===== config.mk =====
export PLATFORM = sky130hd
export DESIGN_NAME = exc_entry_seq
export DESIGN_NICKNAME = d
export VERILOG_FILES = /design/src/rtl/exc_entry_pkg.sv /design/src/rtl/exc_prio_arb.sv /design/src/rtl/exc_ret_pc.sv /design/src/rtl/exc_sr_mod.sv /design/src/rtl/exc_entry_seq.sv
export SDC_FILE = /design/constraint.sdc
export NUM_CORES = 1
export LEC_CHECK = 0
export ABC_CLOCK_PERIOD_IN_PS = 5500
export BUFFER_PORTS_ARGS = -buffer_cell sky130_fd_sc_hd__buf_2
export CAP_MARGIN = 20
export CELL_PAD_IN_SITES_DETAIL_PLACEMENT = 1
export CELL_PAD_IN_SITES_GLOBAL_PLACEMENT = 2
export CORE_ASPECT_RATIO = 0.7
export CORE_UTILIZATION = 26
export CTS_CLUSTER_SIZE = 14
export DETAILED_ROUTE_END_ITERATION = 6
export PLACE_DENSITY = 0.92
export SLEW_MARGIN = 15
export SYNTH_ARGS = -nofsm -noshare
export SYNTH_HDL_FRONTEND = slang
export SYNTH_SLANG_ARGS = --single-unit

===== constraint.sdc =====
create_clock -name clk -period 5.5 [get_ports clk]
set_clock_uncertainty 0.1 [all_clocks]
set_input_delay 0.55 -clock clk [delete_from_list [all_inputs] [get_ports clk]]
set_output_delay 0.55 -clock clk [all_outputs]
set_load 0.05 [all_outputs]

===== src/rtl/exc_entry_pkg.sv =====
// Package: shared kinds and event codes for the exception entry sequencer.
// Assumes 12-bit event codes; the encoding of the kind enum is internal only.
package exc_entry_pkg;

    localparam int EC_W = 12;

    typedef enum logic [1:0] {
        KIND_NONE  = 2'd0,
        KIND_SLOT  = 2'd1,
        KIND_ILL   = 2'd2,
        KIND_BRK   = 2'd3
    } exc_kind_e;

    localparam logic [EC_W-1:0] CODE_ILL  = 12'h180;
    localparam logic [EC_W-1:0] CODE_SLOT = 12'h1A0;
    localparam logic [EC_W-1:0] CODE_BRK  = 12'h1E0;

    // Maps an exception kind to the code written into the event register.
    function automatic logic [EC_W-1:0] code_of(exc_kind_e k);
        case (k)
            KIND_SLOT: code_of = CODE_SLOT;
            KIND_ILL:  code_of = CODE_ILL;
            KIND_BRK:  code_of = CODE_BRK;
            default:   code_of = '0;
        endcase
    endfunction

endpackage


===== src/rtl/exc_prio_arb.sv =====
// Priority arbiter: slot over illegal over break. A pending request is either
// accepted or, when the block bit is set, rejected. Purely combinational.
module exc_prio_arb
    import exc_entry_pkg::*;
#(
    parameter int SLOT_CAUSES = 4
) (
    input  logic [SLOT_CAUSES-1:0] slot_cause,
    input  logic                   req_illegal,
    input  logic                   req_break,
    input  logic                   blocked,
    output exc_kind_e              kind,
    output logic                   accept,
    output logic                   reject
);

    logic slot_any;
    logic any_req;

    // Collapse the slot cause flags into one request.
    always_comb slot_any = |slot_cause;

    // Fixed-priority choice of the winning kind.
    always_comb begin
        if (slot_any)         kind = KIND_SLOT;
        else if (req_illegal) kind = KIND_ILL;
        else if (req_break)   kind = KIND_BRK;
        else                  kind = KIND_NONE;
    end

    // Split a pending request into accept or reject on the block bit.
    always_comb begin
        any_req = slot_any | req_illegal | req_break;
        accept  = any_req & ~blocked;
        reject  = any_req &  blocked;
    end

endmodule


===== src/rtl/exc_ret_pc.sv =====
// Return address select: branch address for slot faults, next address for a
// post-execution break, current address otherwise. Assumes fixed-length
// instructions of INSN_BYTES bytes; sums wrap modulo 2^PC_W.
module exc_ret_pc
    import exc_entry_pkg::*;
#(
    parameter int PC_W       = 32,
    parameter int INSN_BYTES = 2
) (
    input  exc_kind_e         kind,
    input  logic              break_post,
    input  logic [PC_W-1:0]   cur_pc,
    input  logic [PC_W-1:0]   branch_pc,
    output logic [PC_W-1:0]   ret_pc
);

    localparam logic [PC_W-1:0] STEP = PC_W'(INSN_BYTES);

    // Choose the address the handler will return to.
    always_comb begin
        case (kind)
            KIND_SLOT: ret_pc = branch_pc;
            KIND_BRK:  ret_pc = break_post ? (cur_pc + STEP) : cur_pc;
            default:   ret_pc = cur_pc;
        endcase
    end

endmodule


===== src/rtl/exc_sr_mod.sv =====
// Status rewrite: forces the block, privilege and bank bits to one and passes
// every other bit through. Bit positions are parameters and must be < SR_W.
module exc_sr_mod #(
    parameter int SR_W   = 32,
    parameter int BL_POS = 28,
    parameter int RB_POS = 29,
    parameter int MD_POS = 30
) (
    input  logic [SR_W-1:0] sr_in,
    output logic [SR_W-1:0] sr_new
);

    // One cell per status bit: set or pass.
    for (genvar i = 0; i < SR_W; i++) begin : g_bit
        if (i == BL_POS || i == RB_POS || i == MD_POS) begin : g_force
            assign sr_new[i] = 1'b1;
        end else begin : g_pass
            assign sr_new[i] = sr_in[i];
        end
    end

endmodule


===== src/rtl/exc_entry_seq.sv =====
// Exception entry sequencer top. Samples the request strobes on each rising
// edge and, in that one edge, loads the shadow PC and status, the event code,
// the new status word and the redirect address, pulsing redirect_valid.
// Assumes the pipeline holds each strobe for exactly the cycle it means.
module exc_entry_seq
    import exc_entry_pkg::*;
#(
    parameter int PC_W        = 32,
    parameter int SR_W        = 32,
    parameter int SLOT_CAUSES = 4,
    parameter int INSN_BYTES  = 2,
    parameter int VEC_OFS     = 'h100,
    parameter int BL_POS      = 28,
    parameter int RB_POS      = 29,
    parameter int MD_POS      = 30
) (
    input  logic                   clk,
    input  logic                   rst_n,
    input  logic [SLOT_CAUSES-1:0] slot_cause,
    input  logic                   req_illegal,
    input  logic                   req_break,
    input  logic                   break_post,
    input  logic [PC_W-1:0]        cur_pc,
    input  logic [PC_W-1:0]        branch_pc,
    input  logic [SR_W-1:0]        sr_in,
    input  logic [PC_W-1:0]        vec_base,
    output logic                   redirect_valid,
    output logic [PC_W-1:0]        redirect_pc,
    output logic [SR_W-1:0]        sr_out,
    output logic [PC_W-1:0]        saved_pc,
    output logic [SR_W-1:0]        saved_sr,
    output logic [EC_W-1:0]        event_code,
    output logic                   blocked_err
);

    localparam logic [PC_W-1:0] OFS = PC_W'(VEC_OFS);

    exc_kind_e       kind;
    logic            accept;
    logic            reject;
    logic [PC_W-1:0] ret_pc;
    logic [SR_W-1:0] sr_new;

    exc_prio_arb #(
        .SLOT_CAUSES (SLOT_CAUSES)
    ) u_arb (
        .slot_cause  (slot_cause),
        .req_illegal (req_illegal),
        .req_break   (req_break),
        .blocked     (sr_in[BL_POS]),
        .kind        (kind),
        .accept      (accept),
        .reject      (reject)
    );

    exc_ret_pc #(
        .PC_W       (PC_W),
        .INSN_BYTES (INSN_BYTES)
    ) u_ret (
        .kind       (kind),
        .break_post (break_post),
        .cur_pc     (cur_pc),
        .branch_pc  (branch_pc),
        .ret_pc     (ret_pc)
    );

    exc_sr_mod #(
        .SR_W   (SR_W),
        .BL_POS (BL_POS),
        .RB_POS (RB_POS),
        .MD_POS (MD_POS)
    ) u_sr (
        .sr_in  (sr_in),
        .sr_new (sr_new)
    );

    // Single-cycle strobes for entry and refusal.
    always_ff @(posedge clk) begin
        if (!rst_n) begin
            redirect_valid <= 1'b0;
            blocked_err    <= 1'b0;
        end else begin
            redirect_valid <= accept;
            blocked_err    <= reject;
        end
    end

    // Shadow and redirect registers, loaded only on an accepted entry.
    always_ff @(posedge clk) begin
        if (!rst_n) begin
            redirect_pc <= '0;
            sr_out      <= '0;
            saved_pc    <= '0;
            saved_sr    <= '0;
            event_code  <= '0;
        end else if (accept) begin
            redirect_pc <= vec_base + OFS;
            sr_out      <= sr_new;
            saved_pc    <= ret_pc;
            saved_sr    <= sr_in;
            event_code  <= code_of(kind);
        end
    end

endmodule


==> metrics.md <==
| Metric | Value |
|---|---|
| Most used DFF post-synth | dfxtp_1 |
| RD Place Congestion | 0.858 |
| Drt first pass iters | 5 |
| Remaining Overflow, GRT | 0 |
| Crit path DAT | ~2800 ps |
| Max cap viols | 0 |
| LEAKAGE | between 3 and 4 nW |
| Syn Area/Cell | between 7 and 8 um^2 |
| Synth async-reset ratio | 0 |
| Finished Core Util | 0.347 |
| Worst Setup End Kind | flop |
| Post-synth cell types | between 50 and 60 |
| Worst slew margin | 0.342 |
| Root buf cell | clkbuf_16 |
| Most frequent cells in the layout | buf_2 (270), nand2_1 (116), dfxtp_1 (102), a21oi_1 (69), nor2_1 (49) |
| Clock Sink Count | 102 |
| Fill count | between 2000 and 3000 |
| # port buffers | between 200 and 300 |
| Final net count | between 1000 and 1500 |
| Number of global-route vias before repair | between 5000 and 6000 |
| PD cells | 291 nW/um^2 |
| CTS tree | built |
| PostCTS Resize Cnt | 0 |
| # rows | 43 |
| Mapped Cells | 670 |
| F_max | 0.379 GHz |
| Number of synthesis warnings | 0 |
| Hold Path Class | primary input to flop |
| Peak supply drop | ~130 uV |
| Remaining antenna violation count | 0 |
| Die Width | around 170 um |
| Post-synth EDFFs | 0 |
| Outcome | completed |
| Later-pin clock latency in the skew report | roughly 340 ps |
| Final WL | roughly 20000 um |
| Detailed Place HPWL | about 15000 um |
| CTS Hold Bufs | 0 |
| Worst Path Required | ~5700 ps |
| Gr usage total | 0.185 |
| DR DRC count | 0 |
| Initial antenna violation count | 1 |
| Clock slew seen by the registers of the worst setup and hold paths | 80 ps |
| RSZ-0062 raised after global routing | no |
| Worst-path fanout max | 39 |
| Setup violators final | 0 |
| Ports | between 200 and 300 |
| Mapped Area | ~5300 um^2 |
| Final Hold Fails | 0 |
| Final worst path period need | approximately 2600 ps |
| Share of cells above drive strength 1 | 0.340 |
| CP Launch Type | primary input |
| Tightest Pin Transition | 985 ps |
| Core area | 19800 um^2 |
| Pwr Total | around 2 mW |
| Number of synthesized register bits | about 100 |
| Die Height | 121 um |
| Die area | between 20000 and 25000 um^2 |
| Bufs on Longest Clock Path | 2 |
| CTS Buf Count | 9 |
| Area Overhead vs Synth | 30.5% |
| CP Class | primary input to flop |
| Via density per instance | about 4.9 |
| Most common cell after layout, fill and taps aside | buf_2 |
| Wirelength per Cell | 17.1 um |
| Via count | about 5600 |
| Detailed router's first-iteration violation count | approximately 350 |
| H-tree Lvls | 3 |
| Largest net degree at the start of global routing | just over 90 |
| Setup repair bufs after CTS | 0 |
| Crit share post-route | 0.479 |
| Initial Util | 0.266 |
| Fin. max-slew vios | 0 |
| Setup tns final | 0 ps |
| Seq/Total Area, Yosys | 0.388 |
| First-pass GRT wire length | a little under 30000 um |
[logic make-up (layout without fill, tap and decap cells)]
group	after synthesis	in the layout	synth area share
and+or+nand+nor	264	264	0.237
AOI/OAI and AO/OA	162	162	0.194
DFF	102	102	0.388
buffers and inverters	94	304	0.0991
xor gates and xnor gates	40	40	0.0665
muxes	5	5	0.00974
adders and majority gates	2	2	0.00475
other	1	9	0.000712
[layer usage]
metal	routed length [um]	track usage	vias to the layer above
li1	-	-	2739
met1	9350	0.250	2648
met2	8670	0.289	220
met3	1530	0.0483	16
met4	211	0.0470	0
met5	0	0	-
[worst max-delay path, cell delays in order]
cell and delay, ps:
buf_2 110, nor4_2 270, buf_4 450, a21o_2 690, buf_4 450, nand2_1 100
a21oi_1 150
[cells in the mapped netlist, types with 4 or more instances]
cell type  instances  share of area
nand2_1          116          0.083
dfxtp_1          102           0.39
a21oi_1           70          0.067
nor2_1            49          0.035
buf_4             41          0.058
clkbuf_1          27          0.019
nand3_1           26          0.025
xor2_1            24          0.040
nand4_1           20          0.024
a211oi_1          19          0.027
o21ai_0           18          0.017
xnor2_1           16          0.027
and3_1            14          0.017
inv_1             13         0.0093
nor3_1            13          0.012
a211o_1            9          0.015
a311oi_1           8          0.013
nor4_1             8         0.0095
o22ai_1            8         0.0095
buf_1              6         0.0043
buf_2              6         0.0057
o211ai_1           6         0.0086
a21o_1             4         0.0057
mux2i_1            4         0.0076
[final timing paths]
kind | start | end | slack, ps | depth (start not counted)
worst min register to register | saved_pc[4] | saved_pc[4] | 360 | 2
worst max-delay path | slot_cause[1] | sr_out[22] | 2860 | 7
worst max register to register | saved_pc[31] | saved_pc[31] | 4340 | 3
worst min-delay path | vec_base[8] | redirect_pc[8] | 320 | 2
[where the power goes]
group,switching [mW],internal (mW)
logic,0.387,0.131
clock network,0.303,0.371
registers,0.0272,0.785
[metrics by stage]
stage | cells | setup slack, ps | cell area (um^2) | hold slack [ps]
floorplan | 677 | 3340 | 5290 | 546
global placement | 1141 | 2550 | 6570 | 336
detailed placement | 1141 | 2480 | 6570 | 346
CTS | 1157 | 2860 | 6870 | 301
global route | 1157 | 2640 | 6870 | 318
finish | 1158 | 2860 | 6870 | 323
[registers in the layout (all words and copies together) (netlist names)]
register	cells
saved_pc	32
event_code	3
saved_sr	3
redirect_valid	1
redirect_pc	32
sr_out	30
blocked_err	1
[cell type report]
type                            instances  area [um^2]  area share
Antenna cell                            1         2.50    0.000364
Clock buffer                           11          243      0.0353
Clock inverter                          5         63.8     0.00928
Inverter                               13         48.8     0.00710
Multi-Input combinational cell        481         2750       0.400
Sequential cell                       102         2040       0.297
Tap cell                              270          338      0.0491
Timing Repair Buffer                  275         1390       0.202
No activity file was read; power rests on OpenSTA's default activity.
